[config.mk]
export PLATFORM = sky130hd
export DESIGN_NAME = nibble_sbox
export DESIGN_NICKNAME = d
export VERILOG_FILES = /design/src/rtl/nibble_sbox.sv
export SDC_FILE = /design/constraint.sdc
export NUM_CORES = 1
export LEC_CHECK = 0
export ABC_AREA = 1
export BUFFER_PORTS_ARGS = -buffer_cell sky130_fd_sc_hd__buf_2
export CAP_MARGIN = 20
export CORE_ASPECT_RATIO = 1.75
export CORE_MARGIN = 5
export CORE_UTILIZATION = 55
export CTS_CLUSTER_DIAMETER = 120
export CTS_CLUSTER_SIZE = 8
export DETAILED_ROUTE_END_ITERATION = 10
export PLACE_DENSITY = 0.86
export SLEW_MARGIN = 40
export SYNTH_ARGS = -nofsm -noshare
export SYNTH_HDL_FRONTEND = slang
export SYNTH_SLANG_ARGS = --single-unit
export TNS_END_PERCENT = 50
[constraint.sdc]
create_clock -name clk -period 3.25 [get_ports clk]
set_input_delay 0.975 -clock clk [delete_from_list [all_inputs] [get_ports clk]]
set_output_delay 0.975 -clock clk [all_outputs]
set_load 0.005 [all_outputs]
[src/rtl/nibble_sbox.sv]
module nibble_sbox #(
  parameter int DATA_W = 32
) (
  input  logic              clk,
  input  logic              rst_n,
  input  logic              start,
  input  logic [DATA_W-1:0] dest_in,
  input  logic [31:0]       tbl_hi,
  input  logic [31:0]       tbl_lo,
  output logic [DATA_W-1:0] result,
  output logic              done
);
  localparam int NIB_W   = 4;
  localparam int ENTRIES = 1 << NIB_W;
  localparam int LANES   = DATA_W / NIB_W;

  logic [ENTRIES*NIB_W-1:0] tbl;
  logic [NIB_W-1:0]         entry [ENTRIES];
  logic [DATA_W-1:0]        subst;

  assign tbl = {tbl_hi, tbl_lo};

  for (genvar e = 0; e < ENTRIES; e++) begin : g_entry
    assign entry[e] = tbl[e*NIB_W +: NIB_W];
  end

  for (genvar k = 0; k < LANES; k++) begin : g_lane
    assign subst[k*NIB_W +: NIB_W] = entry[dest_in[k*NIB_W +: NIB_W]];
  end

  always_ff @(posedge clk) begin
    if (!rst_n) begin
      result <= '0;
      done   <= 1'b0;
    end else begin
      done <= start;
      if (start) result <= subst;
    end
  end
endmodule

# Yosys cells after proc, flatten, opt, wreduce, memory -nomap -nowiden
# Index checks and enable logic that the tools add are counted.
# totals
ff_bits	33
# op_classes
n_lt_le_gt_ge	8
muxes	24
bitwise_logic	8
# op_table
op	count
$bmux W4 S4	8
$mux W4	16
$ge A5 B5 Y1 const B	8
$not A4 Y5	8

# Depth between registers and ports, before layout
# Gate-level depths: netlist (run 1).
# depth
ltp_word	4
ltp_mapped	11
mapped_depth_nobuf	9

# Worst setup path before layout (run 1)
# OpenSTA, ideal clock, no wires.
# synth_path
path_type	in2reg
from	in dest_in[1]
to	reg result[3]
setup_time_ns	0.109
arrival_time_ns	1.682
setup_slack_ns	1.459
path_stages	10
path_buffers	2
path_cell_list	buf_4 > inv_4 > buf_6 > nand3_1 > nand3_1 > nand2_1 > nand2_1 > nand3_1 > nand2_1 > inv_1
# synth_via
elab_chain_cells	4
# synth_rtl
element	line_no	text
start, declared	7	input logic [DATA_W-1:0] dest_in,
$not A4 Y5 (not written as such)	28	assign subst[k*NIB_W +: NIB_W] = entry[dest_in[k*NIB_W +: NIB_W]];
$bmux W4 S4	28	
$mux W4 (not written as such) (2 in a row)	28	
end signal, assigned	37	if (start) result <= subst;
end, declared	10	output logic [DATA_W-1:0] result,
# No other way between the ends. The select of a mux whose other input is x is not followed.
# A chain may end at the register's enable or synchronous reset.

# Final worst setup path (run 1)
# layout_path
from	in dest_in[8]
to	reg result[11]
# The elaborated chain is that of the path after synthesis.

==> results.sh, run 1 <==
export IMPL_run_status="finished, final reports clean"
export IMPL_ant_nets=0
export IMPL_netlist_instances=1414
export IMPL_min_delay_path_depth=4
export IMPL_via_count_of_the_first_global_routing_pass=8420
export IMPL_finalWeightedCongestion=1.05
export IMPL_hpwl_um=19600
export IMPL_power_net_switching_mw=0.879
export IMPL_post_synth_and_or_nand_nor_area_fraction_pct=68.7
export IMPL_final_period_minus_worst_setup_slack_ps=2100
export IMPL_critical_path_startpoint="dest_in[8]"
export IMPL_synth_top_family_by_area="simple AND/OR/NAND/NOR gates"
export IMPL_die_w_um=96.1
export IMPL_reg2reg_to="result[16]"
export IMPL_netlist_area_um2=7140
export IMPL_syn_nets=1513
export IMPL_share_of_cells_above_drive_strength_1_pct=13.1
export IMPL_timing_final_crit_share_pct=64.5
export IMPL_drc=0
export IMPL_routed_via_count=9550
export IMPL_p_leak_nw=3.93
export IMPL_clock_tree_from_tritoncts="built"
export IMPL_start_util_pct=55.5
export IMPL_topRoutingLayerUsed="met4"
export IMPL_drt_total_wl_um=28000
export IMPL_fin_nets=1495
export IMPL_relSlewSlack_pct=57.4
export IMPL_clock_power_share_pct=25.2
export IMPL_number_of_endpoints_failing_setup_at_the_final_stage=0
export IMPL_drtPass1Iterations=6
export IMPL_synth_ff_latch_count=33
export IMPL_holdBufCountCts=0
export IMPL_routed_wl_met2_um=11200
export IMPL_synthMuxAreaShare_pct=0
export IMPL_area_delta_synth_final_pct=-2.84
export IMPL_timing_critical_path_to_type="register"
export IMPL_drt_iter0_drc=1276
export IMPL_worstSetupPathType="primary input to register"
export IMPL_cts_htree_levels=2
export IMPL_fp_dieH_um=161
export IMPL_worst_slew_pin_transition_ps=639
export IMPL_post_synth_fa_ha_maj_area_fraction_pct=0
export IMPL_grtUsageTotal_pct=35.8
export IMPL_dieArea_um2=15500
export IMPL_combinationalPowerShare_pct=51.0
export IMPL_synth_seq_area_share_pct=9.25
export IMPL_drv_max_cap_violation_count=0
export IMPL_ff2ff_setup_slack_ps=2560
export IMPL_core_area_um2=12900
export IMPL_timing_critical_path_required_ps=3450
export IMPL_met3_wirelength_um=3990
export IMPL_ys_warn_count=0
export IMPL_clock_sink_count=33
export IMPL_hold_viol_final=0
export IMPL_p_sw_share_pct=46.2
export IMPL_worst_hold_slack_ps=548
export IMPL_yosysUniqueCellTypes=17
export IMPL_clk_latency_ps=290
export IMPL_grt_first_pass_wirelength_um=43800
export IMPL_wl_per_cell_um=17.9
export IMPL_tns_ps=0
export IMPL_std_cell_rows=55
export IMPL_numPortBuffers=131
export IMPL_clock_tree_buffer_depth=2
export IMPL_worstPathMaxFanout=33
export IMPL_grt_overflow=0
export IMPL_worst_r2r_startpoint="result[16]"
export IMPL_achievable_frequency_mhz=477
export IMPL_fin_worst_skew_ps=0
export IMPL_antenna_found_initial=0
export IMPL_post_cts_resize_count=0
export IMPL_power_density_nw_per_um2=274
export IMPL_power_report_internal_total_mw=1.02
export IMPL_wl_met1_um=9640
export IMPL_worst_ep_arrival_time_ps=2290
export IMPL_power_frac_seq_pct=23.8
export IMPL_vdd_ir_drop_max_v=0.000172
export IMPL_post_cts_buffers=0
export IMPL_synth_compound_area_share_pct=0
export IMPL_rsz0062_at_grt="no"
export IMPL_r2r_cells=4
export IMPL_pin_count=132
export IMPL_critPathLaunchType="primary input"
export IMPL_vias_per_cell=6.08
export IMPL_synth_avg_cell_area_um2=5.05
export IMPL_maximum_number_of_pins_on_one_net_before_global_route_repair=36
export IMPL_report_power_total_mw=1.90
export IMPL_clock_root_buffer="clkbuf_16"
export IMPL_endpoint="result[11]"
export IMPL_utilization_pct=53.9
export IMPL_min_delay_path_class="register to register"
export IMPL_layout_filler_cells=1444
export IMPL_clk_pin_slew_ps=60
export IMPL_synth_xor_area_share_pct=0
export IMPL_tritoncts_num_buffers=5
export IMPL_slew_viol_final=0
==> per-layer routing <==
metal	global-route usage (%)	vias up
li1	-	4411
met1	45.3	4047
met2	50.3	845
met3	7.83	247
met4	29.3	0
met5	0	-
==> worst max-delay path: stages <==
cell and delay [ps]:
buf_2 470, inv_6 200, nand2_1 110, nand3_1 70
nand3_1 110, nand2_1 80, nand2_1 80, nand3_1 80
nand2_1 80, inv_1 30
==> power groups by stage <==
stage / clock network (mW) / logic, mW / registers, mW
after floorplan: 0 / 0.763 / 0.465
after global placement: 0 / 0.911 / 0.461
after detailed placement: 0 / 0.929 / 0.462
after CTS: 0.479 / 0.933 / 0.453
after global routing: 0.498 / 1.06 / 0.456
final: 0.479 / 0.970 / 0.453
==> synth_stat cells, drive strengths merged <==
cell    number  share of area (%)
nand2      673                 36
buf        154                 17
nand3      416                 29
inv         66                4.2
clkbuf       8               0.46
dfxtp       33                9.3
nor2        64                3.4
==> cell type report <==
cell class	instances	area [µm²]	share of cell area, %
inverters	66	300	4.33
clock inverters	3	17.5	0.252
flip-flops and latches	33	661	9.52
well taps	171	214	3.08
multi-input cells	1153	4900	70.7
repair buffers	137	713	10.3
diodes	2	5.00	0.0721
clock buffers	5	125	1.80
==> worst min-delay path by stage <==
stage	startpoint	end	slack [ps]
final	result[1]	result[1]	550
after global routing	result[17]	result[17]	590
after CTS	result[21]	result[21]	550
after detailed placement	result[21]	result[21]	540
after global placement	result[24]	result[24]	540
after floorplan	result[0]	result[0]	540
==> registers in the layout, indices dropped and copies added, names as in the netlist <==
name,flops
done,1
result,32
==> layout by cell type (no fill, tap or decap) <==
cell / instances
buf_12: 1
buf_2: 131
buf_4: 5
clkbuf_16: 5
clkinv_2: 2
clkinvlp_4: 1
dfxtp_1: 33
diode_2: 2
inv_1: 50
inv_2: 5
inv_4: 3
inv_6: 6
inv_8: 2
nand2_1: 651
nand2_2: 22
nand3_1: 416
nor2_1: 64
==> logic make-up after synthesis <==
group	Yosys count
flops	33
simple gates	1153
buf+inv	228
==> metrics by stage <==
stage	instances	setup slack [ps]	instance area, µm²
final	1570	1150	6940
after global routing	1568	1010	6930
after CTS	1568	1180	6930
after detailed placement	1560	882	6790
after global placement	1560	917	6790
after floorplan	1414	1460	7140
(Power assumes the default switching activity.)
==> inputs of run 2 (changes only) <==
==> constraint.sdc (replaced) <==
create_clock -name clk -period 2.05 [get_ports clk]
set_input_delay 0.615 -clock clk [delete_from_list [all_inputs] [get_ports clk]]
set_output_delay 0.615 -clock clk [all_outputs]
set_load 0.005 [all_outputs]
==> results.sh, run 2 (synthesis results as in run 1) <==
export IMPL_maximum_number_of_pins_on_one_net_before_global_route_repair=66
export IMPL_worst_slew_pin_transition_ps=607
export IMPL_tns_ps=0
export IMPL_routed_via_count=9561
export IMPL_achievable_frequency_mhz=570
export IMPL_slew_viol_final=0
export IMPL_holdBufCountCts=0
export IMPL_core_area_um2=12900
export IMPL_numPortBuffers=131
export IMPL_timing_final_crit_share_pct=85.6
export IMPL_drv_max_cap_violation_count=0
export IMPL_run_status="finished, final reports clean"
export IMPL_clock_root_buffer="clkbuf_16"
export IMPL_std_cell_rows=55
export IMPL_cts_htree_levels=2
export IMPL_worstPathMaxFanout=33
export IMPL_reg_largest_list="result (32), done (1)"
export IMPL_clk_pin_slew_ps=60
export IMPL_relSlewSlack_pct=59.5
export IMPL_critPathLaunchType="primary input"
export IMPL_power_density_nw_per_um2=434
export IMPL_fin_nets=1496
export IMPL_start_util_pct=55.5
export IMPL_largest_register_ff_count=32
export IMPL_antennaDiodeCount=0
export IMPL_number_of_endpoints_failing_setup_at_the_final_stage=0
export IMPL_antenna_found_initial=0
export IMPL_clock_tree_buffer_depth=2
export IMPL_fin_worst_skew_ps=0
export IMPL_hold_viol_final=0
export IMPL_share_of_cells_above_drive_strength_1_pct=13.1
export IMPL_grt_first_pass_wirelength_um=42900
export IMPL_regMostFlops="result"
export IMPL_grtUsageTotal_pct=35.2
export IMPL_layout_common_cells="nand2_1, nand3_1, buf_2, nor2_1, inv_1"
export IMPL_pin_count=132
export IMPL_wl_per_cell_um=17.8
export IMPL_post_cts_resize_count=0
export IMPL_via_count_of_the_first_global_routing_pass=8230
export IMPL_dieArea_um2=15500
export IMPL_finalWeightedCongestion=1.00
export IMPL_layout_cells_most_common="nand2_1"
export IMPL_drtPass1Iterations=6
export IMPL_worst_ep_arrival_time_ps=1950
export IMPL_tritoncts_num_buffers=5
export IMPL_ant_nets=0
export IMPL_timing_critical_path_required_ps=2240
export IMPL_fp_dieH_um=161
export IMPL_p_leak_nw=3.94
export IMPL_rsz0062_at_grt="no"
export IMPL_area_delta_synth_final_pct=-2.68
export IMPL_hpwl_um=19800
export IMPL_drt_total_wl_um=27900
export IMPL_vias_per_cell=6.09
export IMPL_min_delay_path_class="primary input to register"
export IMPL_final_period_minus_worst_setup_slack_ps=1750
export IMPL_grt_overflow=0
export IMPL_utilization_pct=54.0
export IMPL_vdd_ir_drop_max_v=0.000275
export IMPL_clock_sink_count=33
export IMPL_drt_iter0_drc=1305
export IMPL_die_w_um=96.1
export IMPL_clock_tree_from_tritoncts="built"
export IMPL_clk_latency_ps=290
export IMPL_post_cts_buffers=0
export IMPL_timing_critical_path_to_type="register"
export IMPL_worstSetupPathType="primary input to register"
export IMPL_drc=0
-- run 2: critical path, stage by stage --
cell	delay (ps)
buf_2	480
inv_6	200
nand2_1	100
nand3_1	70
nand3_1	90
nand2_1	90
nand2_1	80
nand3_1	100
nand2_1	80
inv_1	30
-- run 2: metrics by stage --
step / total power [mW] / hold slack, ps / instance area (µm²) / instances / setup WS (ps)
2_1_floorplan: 1.95 / 540 / 7140 / 1414 / 619
3_3_place_gp: 2.18 / 533 / 6810 / 1561 / 78.8
3_5_place_dp: 2.20 / 537 / 6810 / 1561 / 56.7
4_1_cts: 2.95 / 538 / 6950 / 1569 / 358
5_1_grt: 3.19 / 553 / 6950 / 1569 / 143
6_report: 3.01 / 536 / 6950 / 1569 / 295
-- run 2: per-layer routing --
layer	GRT usage [%]	wire (µm)	vias up
li1	-	-	4406
met1	44.2	9490	4012
met2	51.7	11400	886
met3	5.81	3930	257
met4	28.2	3130	0
met5	0	0	-
-- run 2: final cells by class --
class | count | area (µm²)
fill | 1403 | 5920
clock inverter | 2 | 10.0
clock buffer | 6 | 129
timing repair buffer | 138 | 733
multi-input combinational | 1153 | 4900
tap | 171 | 214
sequential | 33 | 661
inverter | 66 | 300
-- run 2: final timing paths --
path                            startpoint    endpoint  slack, ps  depth (start not counted)
worst min register to register  result[16]  result[16]        550                          4
worst max-delay path            dest_in[4]   result[5]        300                         10
worst min-delay path                 rst_n        done        540                          3
worst max register to register   result[7]   result[7]       1350                          4
-- run 2: power breakdown --
part           leakage, nW  internal, mW  total, mW  switching (mW)
Sequential           0.274         0.694      0.723          0.0289
Clock               0.0706         0.446      0.753           0.306
Combinational         3.59         0.486       1.54            1.05
==> inputs of run 3 (changes only) <==
--- a/config.mk
+++ b/config.mk
@@ -10,11 +10,11 @@
 export CAP_MARGIN = 20
 export CORE_ASPECT_RATIO = 1.75
 export CORE_MARGIN = 5
-export CORE_UTILIZATION = 55
+export CORE_UTILIZATION = 50
 export CTS_CLUSTER_DIAMETER = 120
 export CTS_CLUSTER_SIZE = 8
 export DETAILED_ROUTE_END_ITERATION = 10
-export PLACE_DENSITY = 0.86
+export PLACE_DENSITY = 0.8
 export SLEW_MARGIN = 40
 export SYNTH_ARGS = -nofsm -noshare
 export SYNTH_HDL_FRONTEND = slang
==> results.sh, run 3 (synthesis results as in run 1) <==
export IMPL_reg_largest_list="result (32), done (1)"
export IMPL_antenna_found_initial=0
export IMPL_post_cts_resize_count=0
export IMPL_ff2ff_setup_slack_ps=1350
export IMPL_min_delay_path_class="primary input to register"
export IMPL_numPortBuffers=131
export IMPL_clk_pin_slew_ps=60
export IMPL_power_net_switching_mw=1.37
export IMPL_area_delta_synth_final_pct=-1.96
export IMPL_power_report_internal_total_mw=1.62
export IMPL_fp_dieH_um=168
export IMPL_vdd_ir_drop_max_v=0.000293
export IMPL_cts_htree_levels=2
export IMPL_wl_per_cell_um=17.9
export IMPL_r2r_cells=4
export IMPL_dieArea_um2=16900
export IMPL_ant_nets=0
export IMPL_slew_viol_final=0
export IMPL_regMostFlops="result"
export IMPL_holdBufCountCts=0
export IMPL_critical_path_startpoint="dest_in[24]"
export IMPL_power_density_nw_per_um2=428
export IMPL_post_route_worst_setup_slack_ps=342
export IMPL_p_sw_share_pct=45.7
export IMPL_maximum_number_of_pins_on_one_net_before_global_route_repair=66
export IMPL_reg2reg_to="result[10]"
export IMPL_stdcell_area_um2=7000
export IMPL_fin_nets=1498
export IMPL_tns_ps=0
export IMPL_clock_tree_from_tritoncts="built"
export IMPL_largest_register_ff_count=32
export IMPL_layout_common_cells="nand2_1, nand3_1, buf_2, nor2_1, inv_1"
export IMPL_timing_final_crit_share_pct=83.3
export IMPL_timing_critical_path_required_ps=2240
export IMPL_layout_cells_most_common="nand2_1"
export IMPL_routed_via_count=9476
export IMPL_worst_r2r_startpoint="result[10]"
export IMPL_drt_iter0_drc=1223
export IMPL_worst_ep_arrival_time_ps=1900
export IMPL_vias_per_cell=6.02
export IMPL_layout_area_seq_um2=661
export IMPL_fin_worst_skew_ps=0
export IMPL_worst_slew_pin_transition_ps=600
export IMPL_grt_first_pass_wirelength_um=44600
export IMPL_finalWeightedCongestion=1.04
export IMPL_pre_cts_slack_ps=73.1
export IMPL_via_count_of_the_first_global_routing_pass=8384
export IMPL_core_area_um2=14000
export IMPL_clock_power_share_pct=24.2
export IMPL_share_of_cells_above_drive_strength_1_pct=13.2
export IMPL_report_power_total_mw=2.99
export IMPL_drc=0
export IMPL_power_frac_seq_pct=24.1
export IMPL_combinationalPowerShare_pct=51.7
export IMPL_tritoncts_num_buffers=5
export IMPL_p_leak_nw=3.96
export IMPL_drt_total_wl_um=28200
export IMPL_worstSetupPathType="primary input to register"
export IMPL_drtPass1Iterations=7
export IMPL_achievable_frequency_mhz=586
export IMPL_run_status="finished, final reports clean"
export IMPL_relSlewSlack_pct=60.0
export IMPL_post_cts_buffers=0
export IMPL_std_cell_rows=57
export IMPL_rsz0062_at_grt="no"
export IMPL_multi_input_area_um2=4900
export IMPL_clock_sink_count=33
export IMPL_number_of_endpoints_failing_setup_at_the_final_stage=0
export IMPL_hold_viol_final=0
export IMPL_critPathLaunchType="primary input"
export IMPL_final_period_minus_worst_setup_slack_ps=1710
export IMPL_antennaDiodeCount=0
export IMPL_drv_max_cap_violation_count=0
export IMPL_endpoint="result[25]"
export IMPL_start_util_pct=51.1
export IMPL_worstPathMaxFanout=33
export IMPL_grt_overflow=0
export IMPL_die_w_um=100
export IMPL_clock_tree_buffer_depth=2
export IMPL_timing_critical_path_to_type="register"
export IMPL_placedInstanceArea_um2=6870
export IMPL_clock_root_buffer="clkbuf_16"
export IMPL_clk_latency_ps=290
export IMPL_grtUsageTotal_pct=32.9
export IMPL_pin_count=132
export IMPL_layout_filler_cells=1597
export IMPL_hpwl_um=20300
export IMPL_worst_hold_slack_ps=538
[run 3: layout make-up]
class	instances	area share, %
Sequential cell	33	9.44
Tap cell	177	3.16
Inverter	66	4.29
Clock inverter	1	0.0715
Timing Repair Buffer	140	11.2
Multi-Input combinational cell	1153	70.0
Clock buffer	5	1.79
[run 3: critical path: stages]
cell,delay (ps)
buf_2,470
inv_6,200
nand2_1,110
nand3_1,70
nand3_1,110
nand2_1,60
nand2_1,60
nand3_1,70
nand2_1,70
inv_1,40
[run 3: how the worst min path moves through the flow]
stage               depth (start not counted)        from    endpoint  slack [ps]
global placement                            4  result[13]  result[13]         540
floorplan                                   4   result[0]   result[0]         540
CTS                                         3       rst_n        done         530
global route                                3       rst_n        done         580
finish                                      3       rst_n        done         540
detailed placement                          4  result[21]  result[21]         540
[run 3: routing by layer]
metal,routed length [µm],GRT usage (%),vias to the layer above
li1,-,-,4413
met1,9930,41.7,4012
met2,11400,46.6,804
met3,3740,6.21,247
met4,3160,28.4,0
met5,0,0,-
[run 3: power groups by stage]
stage	sequential [mW]	clock [mW]	combinational, mW
final	0.721	0.724	1.55
after global routing	0.727	0.765	1.70
after CTS	0.721	0.729	1.50
after detailed placement	0.735	0	1.49
after global placement	0.733	0	1.47
after floorplan	0.737	0	1.21
[run 3: per-stage QoR]
step,utilization (%),cells
after CTS,50.1,1575
after detailed placement,49.2,1569
after global routing,50.1,1575
final,50.1,1575
after global placement,49.2,1569
after floorplan,-,1414
